==> src/rtl/mdio_pkg.sv <==
// Shared constants, types and the frame builder for the MDIO command master.
// Assumes Clause 22 framing with a fixed 32-bit preamble.
package mdio_pkg;

    // Positions in the command/status word that software decodes
    localparam int BUSY_POS  = 31;
    localparam int RD_POS    = 19;
    localparam int WR_POS    = 18;
    localparam int GO_POS    = 16;
    localparam int PHY_LSB   = 20;
    localparam int REG_LSB   = 25;
    localparam int ADDR_W    = 5;
    localparam int DATA_W    = 16;

    // Frame geometry
    localparam int PRE_LEN   = 32;
    localparam int FRAME_LEN = PRE_LEN + 4 + 2*ADDR_W + 2 + DATA_W;
    localparam int TA_POS    = PRE_LEN + 4 + 2*ADDR_W;
    localparam int DAT_POS   = TA_POS + 2;

    typedef enum logic [1:0] {
        OPC_WRITE = 2'b01,
        OPC_READ  = 2'b10
    } opcode_e;

    typedef struct packed {
        logic              is_read;
        logic [ADDR_W-1:0] phy;
        logic [ADDR_W-1:0] regad;
        logic [DATA_W-1:0] wdata;
    } mdio_cmd_t;

    // Builds the full serial frame, first bit in the MSB
    function automatic logic [FRAME_LEN-1:0] frame_word(input mdio_cmd_t c);
        opcode_e           op;
        logic [1:0]        ta;
        logic [DATA_W-1:0] dat;
        op  = c.is_read ? OPC_READ : OPC_WRITE;
        ta  = c.is_read ? 2'b11 : 2'b10;
        dat = c.is_read ? {DATA_W{1'b1}} : c.wdata;
        return {{PRE_LEN{1'b1}}, 2'b01, op, c.phy, c.regad, ta, dat};
    endfunction

endpackage

==> src/rtl/mdio_mdc_gen.sv <==
// Management clock generator.
// Divides clk by 2*HALF while run is high; holds MDC low and the counter
// cleared while run is low. The event outputs announce the edge at which
// MDC will change, so that other logic can act on that same edge.
module mdio_mdc_gen #(
    parameter int HALF = 2
) (
    input  logic clk,
    input  logic rst_n,
    input  logic run,
    output logic mdc,
    output logic rise_evt,
    output logic fall_evt
);
    localparam int CW = (HALF > 1) ? $clog2(HALF) : 1;
    localparam logic [CW-1:0] LAST = CW'(HALF - 1);

    logic [CW-1:0] hcnt;
    logic          mdc_q;
    logic          tick;

    assign tick = (hcnt == LAST);

    // Half-period counter and MDC toggle
    always_ff @(posedge clk) begin
        if (!rst_n || !run) begin
            hcnt  <= '0;
            mdc_q <= 1'b0;
        end else if (tick) begin
            hcnt  <= '0;
            mdc_q <= ~mdc_q;
        end else begin
            hcnt  <= hcnt + 1'b1;
        end
    end

    assign mdc      = mdc_q;
    assign rise_evt = run && tick && !mdc_q;
    assign fall_evt = run && tick && mdc_q;

endmodule

==> src/rtl/mdio_frame_seq.sv <==
// Frame sequencer.
// Loads the whole frame into a shift register on launch and moves it one bit
// on each MDC fall. It releases the pin from the turnaround of a read and
// captures read data on MDC rises. done is high on the edge of the final fall.
// Assumes launch is only raised while idle.
module mdio_frame_seq
    import mdio_pkg::*;
(
    input  logic              clk,
    input  logic              rst_n,
    input  logic              launch,
    input  mdio_cmd_t         cmd,
    input  logic              rise_evt,
    input  logic              fall_evt,
    input  logic              mdio_i,
    output logic              active,
    output logic              mdio_o,
    output logic              mdio_oe,
    output logic              done,
    output logic [DATA_W-1:0] rd_data
);
    localparam int IW = $clog2(FRAME_LEN);

    logic [FRAME_LEN-1:0] shreg;
    logic [IW-1:0]        idx;
    logic                 act_q;
    logic                 rd_q;
    logic [DATA_W-1:0]    cap;
    logic                 last_bit;
    logic                 in_ta;
    logic                 in_data;

    assign last_bit = (idx == IW'(FRAME_LEN - 1));
    assign in_ta    = (idx >= IW'(TA_POS));
    assign in_data  = (idx >= IW'(DAT_POS));
    assign done     = act_q && fall_evt && last_bit;

    // Frame start, bit advance and frame end
    always_ff @(posedge clk) begin
        if (!rst_n) begin
            act_q <= 1'b0;
            rd_q  <= 1'b0;
            idx   <= '0;
            shreg <= '1;
        end else if (launch && !act_q) begin
            act_q <= 1'b1;
            rd_q  <= cmd.is_read;
            idx   <= '0;
            shreg <= frame_word(cmd);
        end else if (act_q && fall_evt) begin
            if (last_bit) begin
                act_q <= 1'b0;
            end else begin
                idx   <= idx + 1'b1;
                shreg <= {shreg[FRAME_LEN-2:0], 1'b1};
            end
        end
    end

    // Read data capture on MDC rises during the data phase
    always_ff @(posedge clk) begin
        if (!rst_n) begin
            cap <= '0;
        end else if (act_q && rd_q && in_data && rise_evt) begin
            cap <= {cap[DATA_W-2:0], mdio_i};
        end
    end

    assign active  = act_q;
    assign mdio_o  = act_q ? shreg[FRAME_LEN-1] : 1'b1;
    assign mdio_oe = act_q && !(rd_q && in_ta);
    assign rd_data = cap;

endmodule

==> src/rtl/mdio_cmd_master.sv <==
// MDIO command master top.
// A single 32-bit word takes the request and reports busy and the read
// result. It accepts a request only while idle and only when the command is
// well formed. Assumes reg_wr is a one-cycle strobe synchronous to clk.
module mdio_cmd_master
    import mdio_pkg::*;
#(
    parameter int MDC_HALF = 2
) (
    input  logic        clk,
    input  logic        rst_n,
    input  logic        reg_wr,
    input  logic [31:0] reg_wdata,
    output logic [31:0] reg_rdata,
    output logic        mdc,
    output logic        mdio_o,
    output logic        mdio_oe,
    input  logic        mdio_i
);
    localparam int PAD_W = 32 - 1 - DATA_W;

    logic              busy_q;
    logic              op_rd_q;
    logic [DATA_W-1:0] rdat_q;
    logic              cmd_ok;
    logic              accept;
    mdio_cmd_t         cmd;
    logic              seq_active;
    logic              seq_done;
    logic [DATA_W-1:0] seq_rdata;
    logic              rise_evt;
    logic              fall_evt;
    logic              unused_bits;

    assign cmd_ok = reg_wdata[GO_POS] && (reg_wdata[RD_POS] ^ reg_wdata[WR_POS]);
    assign accept = reg_wr && !busy_q && cmd_ok;

    assign cmd.is_read = reg_wdata[RD_POS];
    assign cmd.phy     = reg_wdata[PHY_LSB +: ADDR_W];
    assign cmd.regad   = reg_wdata[REG_LSB +: ADDR_W];
    assign cmd.wdata   = reg_wdata[DATA_W-1:0];

    assign unused_bits = ^{reg_wdata[31:30], reg_wdata[17]};

    // Busy flag: set on acceptance, cleared when the frame ends
    always_ff @(posedge clk) begin
        if (!rst_n)        busy_q <= 1'b0;
        else if (accept)   busy_q <= 1'b1;
        else if (seq_done) busy_q <= 1'b0;
    end

    // Remember whether the running frame is a read
    always_ff @(posedge clk) begin
        if (!rst_n)      op_rd_q <= 1'b0;
        else if (accept) op_rd_q <= reg_wdata[RD_POS];
    end

    // Result holding register, loaded only when a read ends
    always_ff @(posedge clk) begin
        if (!rst_n)                   rdat_q <= '0;
        else if (seq_done && op_rd_q) rdat_q <= seq_rdata;
    end

    assign reg_rdata = {busy_q, {PAD_W{1'b0}}, rdat_q};

    mdio_mdc_gen #(.HALF(MDC_HALF)) u_mdc (
        .clk      (clk),
        .rst_n    (rst_n),
        .run      (seq_active),
        .mdc      (mdc),
        .rise_evt (rise_evt),
        .fall_evt (fall_evt)
    );

    mdio_frame_seq u_seq (
        .clk      (clk),
        .rst_n    (rst_n),
        .launch   (accept),
        .cmd      (cmd),
        .rise_evt (rise_evt),
        .fall_evt (fall_evt),
        .mdio_i   (mdio_i),
        .active   (seq_active),
        .mdio_o   (mdio_o),
        .mdio_oe  (mdio_oe),
        .done     (seq_done),
        .rd_data  (seq_rdata)
    );

endmodule

==> config.mk <==
export PLATFORM = sky130hd
export DESIGN_NAME = mdio_cmd_master
export DESIGN_NICKNAME = d
export VERILOG_FILES = /design/src/rtl/mdio_pkg.sv /design/src/rtl/mdio_mdc_gen.sv /design/src/rtl/mdio_frame_seq.sv /design/src/rtl/mdio_cmd_master.sv
export SDC_FILE = /design/constraint.sdc
export NUM_CORES = 1
export LEC_CHECK = 0
export BUFFER_PORTS_ARGS = -buffer_cell sky130_fd_sc_hd__buf_4
export CAP_MARGIN = 30
export CORE_MARGIN = 2
export CORE_UTILIZATION = 50
export DETAILED_ROUTE_END_ITERATION = 6
export PLACE_DENSITY = 0.71
export SETUP_SLACK_MARGIN = 0.15
export SYNTH_ARGS = -nofsm -noshare
export SYNTH_HDL_FRONTEND = slang
export SYNTH_HIERARCHICAL = 1
export SYNTH_SLANG_ARGS = --single-unit
==> constraint.sdc <==
create_clock -name clk -period 5.2 [get_ports clk]
set_input_delay 0.52 -clock clk [delete_from_list [all_inputs] [get_ports clk]]
set_output_delay 0.52 -clock clk [all_outputs]
set_load 0.03 [all_outputs]
==> impl_metrics.csv <==
group,metric,value,unit
pwr,p_clk_share,35.3,%
cts,cts_num_sinks,108,
timing,post-route-min-period,2.408,ns
final_layout,nets,603,
yosys,synthXorXnorAreaFrac,0.3569,%
critical_path,worstSetupPathType,"reg2reg",
critical_path,worstSetupEndpointType,"flop",
place,dpl.cell_count,686,
floorplan,core_area,9639,um^2
timing,maxSlewViolCount,0,
pwr,sequentialPowerShare,57.4,%
floorplan,start_util,50.92,%
critical_path,startpoint_type,"flop",
critical_path,crit_arrival,2.72,ns
global_routing,grt_antenna_before_repair,0,
global_routing,grt_max_degree,56,
cts,cts_setup_buffers,0,
routing,routed-via-count,3831,
cts,cts_tree,"done",
routing,via_per_inst,5.450,
yosys,muxShareOfSynthArea,7.545,%
global_routing,grt_pass1_wl,15770,um
place,portBuffers,52,
job,drv_cap,0,
final_layout,drive_gt1_share,18.95,%
critical_path,required,5.51,ns
timing,max_slew_margin,47.00,%
yosys,avgSynthCellArea,8.957,um^2
pwr,p_int,1083,uW
min_path,hold_path.startpoint,"reg_wdata[28]",
pwr,switching_share,27.28,%
pwr,vdd_drop_max,148.1,uV
yosys,ys_seq_area_share,44.05,%
place,hpwl,5980,um
final_layout,area_delta_synth_final,9.457,%
yosys,synthAdderAreaFrac,0.5098,%
cts,holdBufCountCts,0,
timing,fmax,415.3,MHz
pwr,p_switching,406.1,uW
yosys,synth-simple-area-share,16.70,%
place,globalplace.congestion,0.7653,
yosys,synth_warnings,6,
critical_path,r2r-start,"u_seq/active",
timing,fin_setup_tns,0,ns
routing,drtAntennaViolNets,0,
status,status,"complete, no violations",
timing,setup_viol,0,
routing,wirelength,9630,um
routing,drt-initial-drc-count,232,
cts,cts_resized,0,
timing,rsz0062_at_grt,"false",
final_layout,final_cells,703,
min_path,hp-class,"in2reg",
global_routing,gr-total-overflow,0,
timing,worstMarginPinSlew,0.7933,ns
yosys,ys_ff_latch,108,
final_layout,n_fill_cell,910,
cts,clkTransAtPathRegs,0.12,ns
final_layout,finish.utilization,55.74,%
cts,clk_latency,0.39,ns
floorplan,pin_count,71,
timing,fin_worst_skew,0.01683,ns
pwr,combPwrFrac,7.4,%
yosys,synthesis.area,4908,um^2
pwr,cellPowerDensity,277.1,nW/um^2
routing,wl_per_cell,13.70,um
cts,clockBufferDepth,2,
final_layout,diodes,0,
pwr,cellLeakagePower,0.001983,uW
routing,dr.pass1.iters,5,
yosys,netlist_instances,548,
cts,cts-buffers-inserted,9,
timing,hold_viol,0,
global_routing,grt_usage,18.26,%
yosys,synth_cell_type_count,42,
floorplan,die_x,103.1,um
cts,htreeDepth,3,
routing,remaining_drc_errors,0,
floorplan,row_count,36,
critical_path,path_max_fanout,30,
yosys,synth_compound_area_share,21.06,%
floorplan,die_area,10630,um^2
floorplan,die_h,103.1,um
cts,root_buffer,"clkbuf_8",
yosys,synth_top_family_by_area,"compound AO/OA/AOI/OAI gates",
timing,period_share,46.31,%
critical_path,crit_start,"u_seq/active",
global_routing,grt_pass1_vias,3490,
==> cells in the mapped netlist <==
| master | n | share of area, % |
|---|---|---|
| xnor2_1 | 2 | 0.36 |
| a31oi_1 | 3 | 0.38 |
| a2bb2oi_1 | 1 | 0.18 |
| buf_1 | 1 | 0.076 |
| mux2i_1 | 37 | 7.5 |
| and3_2 | 1 | 0.15 |
| nor3_2 | 1 | 0.20 |
| o2111ai_1 | 1 | 0.18 |
| a21oi_1 | 44 | 4.5 |
| clkbuf_2 | 1 | 0.10 |
| inv_1 | 5 | 0.38 |
| nand4_1 | 2 | 0.25 |
| and3_1 | 2 | 0.25 |
| buf_8 | 1 | 0.31 |
| a21boi_0 | 6 | 0.92 |
| a2111oi_2 | 1 | 0.31 |
| nand3_1 | 24 | 2.4 |
| nor2_1 | 7 | 0.54 |
| nand2_1 | 71 | 5.4 |
| conb_1 | 1 | 0.076 |
| dfxtp_1 | 108 | 44 |
| buf_12 | 3 | 1.2 |
| o311ai_0 | 1 | 0.18 |
| and4_1 | 3 | 0.54 |
| ha_1 | 2 | 0.51 |
| or3_1 | 2 | 0.25 |
| o21a_1 | 1 | 0.15 |
| a21boi_2 | 10 | 2.3 |
| buf_6 | 5 | 1.1 |
| o211a_1 | 2 | 0.41 |
| and2_1 | 3 | 0.38 |
| buf_4 | 18 | 2.8 |
| o21ai_0 | 19 | 1.9 |
| o211ai_1 | 63 | 9.6 |
| or2_2 | 15 | 1.9 |
| nand2b_1 | 2 | 0.25 |
| inv_2 | 1 | 0.076 |
| buf_2 | 23 | 2.3 |
| clkbuf_1 | 17 | 1.3 |
| nor2b_4 | 1 | 0.28 |
| nor2b_1 | 1 | 0.13 |
| nor3_1 | 36 | 3.7 |
==> power by group through the flow <==
| stage | clock network (uW) | logic [uW] | registers (uW) |
|---|---|---|---|
| floorplan | 0 | 89.4 | 869 |
| global placement | 0 | 108 | 872 |
| detailed placement | 0 | 110 | 872 |
| CTS | 540 | 110 | 854 |
| global route | 574 | 121 | 857 |
| finish | 525 | 110 | 854 |
==> through the flow <==
stage	cell area (um^2)	hold WS, ns	worst slack [ns]	power, uW
6_report	5373	0.3534	2.792	1489
3_3_place_gp	5131	0.4422	2.422	979.7
5_1_grt	5373	0.3484	2.483	1552
3_5_place_dp	5151	0.4579	2.556	982.5
2_1_floorplan	4961	0.4336	3.422	958.4
4_1_cts	5365	0.3391	2.714	1504
==> state kept, by name (all words and copies together), names as in the netlist <==
register / count
busy_q: 1
op_rd_q: 1
rdat_q: 16
u_mdc/hcnt: 1
u_mdc/mdc: 1
u_seq/active: 1
u_seq/idx: 6
u_seq/rd_data: 16
u_seq/rd_q: 1
u_seq/shreg: 64
==> path summary, 6_finish.rpt <==
kind / endpoint / slack (ns) / cells after the start
max reg2reg: u_seq/shreg[37] / 2.79 / 6
min reg2reg: rdat_q[11] / 0.47 / 2
min: u_seq/shreg[21] / 0.35 / 3
max: u_seq/shreg[37] / 2.79 / 6
==> cell families after synthesis <==
logic type,count (synthesis)
flip-flops,108
AO/OA/AOI/OAI,152
multiplexers,37
other,1
XOR/XNOR,2
adder cells (fa/ha/maj),2
buffers and inverters,75
AND/OR/NAND/NOR,171
==> worst max-delay path: stages, from the launching register on <==
cell     delay, ns
dfxtp_1       0.62
and3_2        0.27
nand2_1       0.14
a31oi_4       0.40
buf_12        0.24
buf_4         0.41
mux2i_1       0.24
==> cells in the final DEF (no fill, tap or decap), types with 10 or more instances in the layout <==
cell | synthesis | routed
dfxtp_1 | 108 | 108
nand2_1 | 71 | 71
o211ai_1 | 63 | 63
buf_4 | 18 | 60
a21oi_1 | 44 | 44
mux2i_1 | 37 | 37
nor3_1 | 36 | 36
nand3_1 | 24 | 24
o21ai_0 | 19 | 19
conb_1 | 1 | 15
or2_2 | 15 | 15
a21boi_2 | 10 | 10
==> metal layers <==
metal / wire, um / global-route usage [%]
met3: 371 / 3.661
met4: 119 / 6.377
met2: 4537 / 30.77
met5: 0 / 0
met1: 4602 / 23.32
==> cell type report <==
type                    count  area [um^2]  share of cell area [%]
clock inverters             7        90.09                   1.677
repair buffers             61        470.5                   8.756
well taps                 133        166.4                   3.097
flip-flops and latches    108         2162                   40.24
inverters                   6        22.52                  0.4192
clock buffers               9        123.9                   2.306
multi-input cells         379         2337                   43.50
Note: power is estimated with default switching activity, not from simulation.
